### src/rtl/gpio_pkg.sv
package gpio_pkg;
  localparam int ADDR_W  = 16;
  localparam int DATA_W  = 8;
  localparam int BIDIR_N = 4;
  localparam int WIN_W   = 4;
  localparam int OFF_W   = 3;
  localparam logic [WIN_W-1:0] WIN_TAG = 4'hF;

  typedef enum logic [OFF_W-1:0] {
    OFF_DIR = 3'd0,
    OFF_OUT = 3'd1,
    OFF_IN  = 3'd2,
    OFF_RSV = 3'd3
  } reg_off_e;

  function automatic logic win_hit(input logic [ADDR_W-1:0] a);
    return a[ADDR_W-1 -: WIN_W] == WIN_TAG;
  endfunction

  function automatic logic [DATA_W-1:0] oe_vec(input logic [BIDIR_N-1:0] dir);
    return {{(DATA_W-BIDIR_N){1'b1}}, dir};
  endfunction

  function automatic logic [DATA_W-1:0] dir_view(input logic [BIDIR_N-1:0] dir);
    return {{(DATA_W-BIDIR_N){1'b0}}, dir};
  endfunction

  function automatic logic [DATA_W-1:0] in_view(input logic [BIDIR_N-1:0] syn,
                                                input logic [DATA_W-1:0]  outv);
    return {outv[DATA_W-1:BIDIR_N], syn};
  endfunction
endpackage

### src/rtl/gpio_addr_dec.sv
module gpio_addr_dec
  import gpio_pkg::*;
#(
  parameter int AW = ADDR_W
) (
  input  logic [AW-1:0] addr,
  input  logic          we,
  output logic          hit,
  output logic          sel_dir,
  output logic          sel_out,
  output logic          sel_in,
  output logic          sel_none,
  output logic          wr_dir,
  output logic          wr_out
);
  logic [OFF_W-1:0] off;
  logic unused_mid;

  assign unused_mid = ^addr[AW-WIN_W-1:OFF_W];
  assign off      = addr[OFF_W-1:0];
  assign hit      = win_hit(addr);
  assign sel_dir  = hit && (off == OFF_DIR);
  assign sel_out  = hit && (off == OFF_OUT);
  assign sel_in   = hit && (off == OFF_IN);
  assign sel_none = !(sel_dir || sel_out || sel_in);
  assign wr_dir   = we && sel_dir;
  assign wr_out   = we && sel_out;
endmodule

### src/rtl/gpio_sync.sv
module gpio_sync #(
  parameter int W      = 4,
  parameter int STAGES = 2
) (
  input  logic         clk,
  input  logic         rst_n,
  input  logic [W-1:0] d,
  output logic [W-1:0] q
);
  logic [W-1:0] stg [STAGES];

  genvar s;
  generate
    for (s = 0; s < STAGES; s++) begin : g_stage
      if (s == 0) begin : g_first
        always_ff @(posedge clk or negedge rst_n)
          if (!rst_n) stg[0] <= '0;
          else        stg[0] <= d;
      end else begin : g_next
        always_ff @(posedge clk or negedge rst_n)
          if (!rst_n) stg[s] <= '0;
          else        stg[s] <= stg[s-1];
      end
    end
  endgenerate

  assign q = stg[STAGES-1];
endmodule

### src/rtl/gpio_regblk.sv
module gpio_regblk
  import gpio_pkg::*;
#(
  parameter int SYNC_STAGES = 2
) (
  input  logic              clk,
  input  logic              rst_n,
  input  logic [ADDR_W-1:0] bus_addr,
  input  logic [DATA_W-1:0] bus_wdata,
  input  logic              bus_we,
  output logic [DATA_W-1:0] bus_rdata,
  output logic [DATA_W-1:0] pin_o,
  output logic [DATA_W-1:0] pin_oe,
  input  logic [BIDIR_N-1:0] pin_i
);
  logic               win_evt, sel_dir, sel_out, sel_in, sel_none;
  logic               wr_dir_evt, wr_out_evt;
  logic [BIDIR_N-1:0] dir_q;
  logic [DATA_W-1:0]  out_q;
  logic [BIDIR_N-1:0] sync_q;

  gpio_addr_dec #(.AW(ADDR_W)) u_dec (
    .addr     (bus_addr),
    .we       (bus_we),
    .hit      (win_evt),
    .sel_dir  (sel_dir),
    .sel_out  (sel_out),
    .sel_in   (sel_in),
    .sel_none (sel_none),
    .wr_dir   (wr_dir_evt),
    .wr_out   (wr_out_evt)
  );

  gpio_sync #(.W(BIDIR_N), .STAGES(SYNC_STAGES)) u_sync (
    .clk   (clk),
    .rst_n (rst_n),
    .d     (pin_i),
    .q     (sync_q)
  );

  always_ff @(posedge clk or negedge rst_n)
    if (!rst_n)          dir_q <= '0;
    else if (wr_dir_evt) dir_q <= bus_wdata[BIDIR_N-1:0];

  always_ff @(posedge clk or negedge rst_n)
    if (!rst_n)          out_q <= '0;
    else if (wr_out_evt) out_q <= bus_wdata;

  always_comb begin
    bus_rdata = '0;
    if (sel_dir)      bus_rdata = dir_view(dir_q);
    else if (sel_out) bus_rdata = out_q;
    else if (sel_in)  bus_rdata = in_view(sync_q, out_q);
  end

  assign pin_o  = out_q;
  assign pin_oe = oe_vec(dir_q);
endmodule

### config.mk
export PLATFORM = sky130hd
export DESIGN_NAME = gpio_regblk
export DESIGN_NICKNAME = d
export VERILOG_FILES = /design/src/rtl/gpio_pkg.sv /design/src/rtl/gpio_addr_dec.sv /design/src/rtl/gpio_sync.sv /design/src/rtl/gpio_regblk.sv
export SDC_FILE = /design/constraint.sdc
export NUM_CORES = 1
export LEC_CHECK = 0
export BUFFER_PORTS_ARGS = -buffer_cell sky130_fd_sc_hd__buf_4
export CORE_MARGIN = 2
export CORE_UTILIZATION = 39
export DETAILED_ROUTE_END_ITERATION = 6
export PLACE_DENSITY = 0.84
export SYNTH_ARGS = -nofsm -noshare
export SYNTH_HDL_FRONTEND = slang
export SYNTH_SLANG_ARGS = --single-unit
### constraint.sdc
create_clock -name clk -period 1.7 [get_ports clk]
set_clock_uncertainty 0.15 [all_clocks]
set_input_delay 0.17 -clock clk [delete_from_list [all_inputs] [get_ports clk]]
set_output_delay 0.17 -clock clk [all_outputs]
set_load 0.02 [all_outputs]
==> results of run 1 <==
==> placed cells by master, fill, tap and decap left out, types with 3 or more instances in the layout <==
cell type and instances:
mux2_4 8, conb_1 4, and2_1 4, dlygate4sd3_1 13, clkbuf_4 3, mux2_2 8
dfrtp_1 20, a21oi_1 4, buf_4 46, nand2_1 9
==> report_power, final <==
part           switching (mW)  total, mW  internal (mW)  leakage [nW]
clock network           0.150      0.389          0.238        0.0279
registers              0.0218      0.530          0.508         0.257
logic                  0.0929      0.214          0.121         0.461
total                   0.265       1.13          0.868         0.746
==> registers in the layout, indices dropped and copies added (netlist names) <==
| register | cells |
|---|---|
| u_sync.stg | 4 |
| dir_q | 4 |
| pin_o | 8 |
| u_sync.q | 4 |
==> path summary, 6_finish.rpt <==
path	from	end	slack, ns	cells past startpoint
max in group asynchronous	rst_n	dir_q[1]	1.08	2
min in group clk	u_sync.stg[6]	u_sync.q[2]	0.21	0
setup reg to reg	pin_o[2]	pin_o[2]	0.76	1
hold reg to reg	u_sync.stg[6]	u_sync.q[2]	0.21	0
setup / recovery	dir_q[3]	bus_rdata[3]	0.11	4
hold / removal	rst_n	u_sync.q[2]	0.12	2
==> layer usage <==
| layer | GRT usage, % | vias up | part of all wire [%] |
|---|---|---|---|
| met5 | 0 | - | 0 |
| met4 | 7.69 | 0 | 1.0 |
| met3 | 2.86 | 4 | 5.2 |
| met2 | 30.8 | 26 | 53 |
| met1 | 21.2 | 336 | 41 |
| li1 | - | 345 | - |
==> cells by family (layout without fill, tap and decap cells) <==
kind of cell	count (synthesis)	after routing	share of synthesized area [%]
AND/OR/NAND/NOR	20	20	12.3
flip-flops	20	20	54.9
multiplexers	16	16	23.0
other	1	4	0.411
buffers and inverters	7	64	6.17
XOR/XNOR	1	1	0.960
AO/OA/AOI/OAI	4	4	2.19
==> final cells by class <==
| type | count | area share (%) |
|---|---|---|
| repair buffers | 59 | 33.2 |
| clock inverters | 1 | 2.09 |
| flip-flops and latches | 20 | 34.9 |
| well taps | 28 | 2.44 |
| clock buffers | 3 | 1.57 |
| multi-input cells | 45 | 25.6 |
| inverters | 1 | 0.262 |
==> synth_stat cells <==
library cell  count  area, um^2
dfrtp_1          20         500
nand2_1           9        33.8
mux2_2            8        90.1
mux2_4            8         120
a21oi_1           4        20.0
and2_1            4        25.0
buf_4             4        30.0
buf_6             2        22.5
and2b_2           1        8.76
and4b_1           1        10.0
conb_1            1        3.75
inv_1             1        3.75
nand3b_1          1        7.51
nor3_1            1        5.00
nor3b_1           1        7.51
or2_2             1        6.26
or3b_1            1        8.76
xnor2_1           1        8.76
==> through the flow <==
| step | util, % | hold slack, ns | area [um^2] |
|---|---|---|---|
| global route | 64.8 | 0.113 | 1430 |
| global placement | 56.6 | -0.0950 | 1250 |
| floorplan | - | -0.276 | 923 |
| detailed placement | 56.6 | -0.0869 | 1250 |
| finish | 64.8 | 0.117 | 1430 |
| CTS | 64.8 | 0.119 | 1430 |
==> repair_timing <==
item                                   CTS  global route
resized for setup                        0             0
endpoints found under the hold margin   36             0
hold buffers                            13             0
==> results.md, run 1 <==
* CP Capture Type: output pin
* Crit path launch type: flip-flop
* TritonCTS buffer count at 3
* CP delay by family, top: flip-flops
* Die ar. at roughly 2700 um^2
* Wire per inst at 14.3 um
* I/O Buffers at 41
* Post-route DRC at 0
* Vias in the first global route at 758
* Initial antenna violation count at 0
* Core Area at 2210 um^2
* Worst-path clk slew at roughly 0.12 ns
* WL final at 2240 um
* Max Cap Viol at 0
* Synthesized cell area at 912 um^2
* Worst path slowest cell: dfrtp_1
* Max VDD drop at approximately 900 uV
* H-Tree Depth at 1
* Die Height at 52.4 um
* Ports at 55
* Vias per cell at 4.53
* Grt total ovfl at 0
* Ys Warns at 0
* Static Leak at around 0.75 nW
* Crit-path max cell delay at 0.42 ns
* Die width at 52.4 um
* Cells after DPL at 140
* CP Cell Sequence: mux2_2 > nand2_1 > a21oi_1 > buf_4
* Required time worst endpoint at 1.38 ns
* DRT Pass-1 Iters at 3
* Slew Viols, Final at 0
* Fin. Hold Viols at 0
* CTS Sinks at 20
* Placement Setup Slack at 0.0390 ns
* Crit-path max FO at 3
* Sequential cell area at around 500 um^2
* Share of layout cells above drive strength 1 at 52.7%
* Area Overhead vs Synth at 57.2%
* Setup WS post-layout at around 0.11 ns
* Max Clk Rate at 630 MHz
* Endpoints failing setup at 0
* Distinct cells, synth at 18
* Via Count at 711
* Non-filler cells, final at 157
* Power density of the placed cells at around 790 nW/um^2
* Global-route wire length before repair at 3490 um
* Crit Path Class: reg -> out
* Post-synthesis register bit count at 20
* Pin count of the biggest net entering global routing at 21
* Status: completed
* # diodes at 0
* Pwr Total at 1.13 mW
* First DRT Iteration DRCs at 1
* NumNets Final at 161
* Routed Antenna Nets at 0
* CTS Buffer Depth at 2
* Sequential fraction of the synthesis area at between 50% and 60%
* Gr usage total at 17.6%
* Filler cells at 169
* CTS tree: built
* Final Wtd Congestion at 0.747
* Cell at the root of the clock tree: clkbuf_4
* Clock period minus worst slack at about 1.6 ns
* Period utilization at 93.3%
* Area occupied by multi-input gates at 367 um^2
* Final HPWL DP at 1620 um
* Post-Syn Area per Cell at between 10 and 15 um^2
* HP Class: in -> async
* Mapped Cells at 69
* CP arrival at ~1.3 ns
* Initial core utilization at 41.2%
* Clock latency at the later pin of the worst-skew pair at approximately 0.3 ns
* Setup bufs post-CTS at 0
* Setup_tns at 0 ns
* Worst path bufs/invs at 1
* RSZ-0062 raised after global routing: no
* Row count at 17
Note: power is estimated with default switching activity, not from simulation.
==> inputs of run 2 (changes only) <==
- PLACE_DENSITY: 0.84 -> 0.83
- SYNTH_HIERARCHICAL: not set -> 1
==> run 2 against run 1 <==
Effect of this change:
- synthesized cell count grew 2.9%
- combinational power shrank 6%
- fmax fell by 1.6%
- global-route usage decreased by 0.45 points
- non-clock buffer count increased by 1
- worst setup slack lost 0.027 ns
- critical path type is now in -> out
- critical endpoint is now bus_rdata[2]
- largest power group unchanged
==> results.md, run 2 <==
* Status: completed
* CP most frequent cell: buf_4
* CTS tree: built
* Max Cap Viol at 0 (unchanged)
* Worst-path clk slew at 0.12 ns (about the same)
* Slew Viols, Final at 0 (unchanged)
* Grt total ovfl at 0 (unchanged)
* Vias per cell at 4.59 (+1.3%)
* CP Cell Sequence: buf_4 > nand4_4 > nor4_4 > buf_4 > a21oi_1 > a21oi_1 > buf_4
* Power density of the placed cells at 674 nW/um^2 (-15%)
* Endpoints failing setup at 0 (unchanged)
* NumNets Final at 161 (unchanged)
* Most frequent cells in the layout: 47 x buf_4, 20 x dfrtp_1, 13 x dlygate4sd3_1
* Crit Path Class: in -> out
* Share of layout cells above drive strength 1 at 56.6% (+3.9 points)
* Final Wtd Congestion at 0.685 (-8.2%)
* Via Count at 720 (+1.3%)
* Crit-path max FO at 6 (+3)
* Synthesized cell area at 961 um^2 (+5.3%)
* Most common cell after layout, fill and taps aside: buf_4
* Max VDD drop at 553 uV (-37%)
* Crit-path max cell delay at 0.29 ns (-0.13 ns)
* Crit path from: bus_addr[12]
* Final HPWL DP at 1540 um (-4.9%)
* Pwr Total at 1.00 mW (-11%)
* Row count at 17 (unchanged)
* Post-layout util at 65.4% (+0.60 points)
* Static Leak at 0.722 nW (-3.2%)
* Max FFs per register at 8 (unchanged)
* Vias in the first global route at 729 (-3.8%)
* Die ar. at 2880 um^2 (+4.9%)
* Setup WS post-layout at 0.0868 ns (-0.0266 ns)
* CP Capture Type: output pin
* TritonCTS buffer count at 3 (unchanged)
* Placement Setup Slack at 0.0371 ns (-0.00194 ns)
* Core Area at 2280 um^2 (+2.9%)
* R2R depth at 1 (unchanged)
* CP delay by family, top: buffers and inverters
* Ys Warns at 6 (+6)
* First DRT Iteration DRCs at 3 (+2)
* Fin. Hold Viols at 0 (unchanged)
* Ports at 55 (unchanged)
* R2R setup slack at 0.75 ns (about the same)
* Clock latency at the later pin of the worst-skew pair at 0.29 ns (about the same)
* Worst path bufs/invs at 3 (+2)
* H-Tree Depth at 1 (unchanged)
* Post-DP Area at 1290 um^2 (+3.2%)
* WL final at 2190 um (-2.1%)
* Initial core utilization at 42.2% (+0.99 points)
* Max Clk Rate at 620 MHz (-1.6%)
* CTS Sinks at 20 (unchanged)
* Period utilization at 94.9% (+1.6 points)
* Worst path slowest cell: nor4_4
* Crit path launch type: primary input
* Non-filler cells, final at 157 (unchanged)
* Setup_tns at 0 ns (unchanged)
* Worst r2r dst: pin_o[3]
* CP arrival at 1.29 ns (+0.02 ns)
* HP Class: in -> async
* Mapped Cells at 71 (+2.9%)
* Gr usage total at 17.2% (-0.45 points)
* Post-Syn Area per Cell at 13.5 um^2 (+2.4%)
* DRT Pass-1 Iters at 4 (+1)
* Post-route DRC at 0 (unchanged)
* Area Overhead vs Synth at 54.9%
* Routed Antenna Nets at 0 (unchanged)
* RSZ-0062 raised after global routing: yes
* I/O Buffers at 41 (unchanged)
* Die Height at 53.6 um (+2.4%)
* CTS Buffer Depth at 2 (unchanged)
* Final Cell Area at 1490 um^2 (+3.8%)
* Global-route wire length before repair at 3370 um (-3.4%)
* Cells after DPL at 139 (-0.71%)
* Reg-to-Reg Start: pin_o[3]
* # diodes at 0 (unchanged)
* Pin count of the biggest net entering global routing at 21 (unchanged)
* Cell at the root of the clock tree: clkbuf_4
* Required time worst endpoint at 1.38 ns (about the same)
* Die width at 53.6 um (+2.4%)
* Wire per inst at 14.0 um (-2.1%)
* Fin Hold WS at 0.165 ns (+0.0479 ns)
* Clock period minus worst slack at 1.61 ns (+0.0266 ns)
* Initial antenna violation count at 0 (unchanged)
## run 2: area by class of cell
class / count / area, um^2
repair buffers: 60 / 483
multi-input cells: 45 / 434
clock buffers: 4 / 36.3
flip-flops and latches: 20 / 500
well taps: 28 / 35.0
fillers: 168 / 787
## run 2: what timing repair did
item	CTS	global route
hold buffers	13	0
gates resized for setup	0	4
setup buffers	0	1
endpoints found under the setup margin	0	7
endpoints found under the hold margin	36	0
## run 2: worst max-delay path by stage
stage / end / cells past startpoint
floorplan: bus_rdata[0] / 4
global placement: bus_rdata[3] / 6
detailed placement: bus_rdata[3] / 7
CTS: bus_rdata[3] / 7
global route: bus_rdata[2] / 7
finish: bus_rdata[2] / 7
## run 2: metal layers
layer	vias to the layer above	routed length, um	track usage, %
met5	-	0	0
met4	0	13	5.13
met3	2	119	3.33
met2	29	1170	29.6
met1	339	895	21.8
li1	350	-	-
## run 2: where the power goes
part,internal [mW],leakage [nW],switching (mW)
clock,0.130,0.0210,0.139
combinational,0.112,0.444,0.0900
sequential,0.508,0.257,0.0237
total,0.751,0.722,0.253
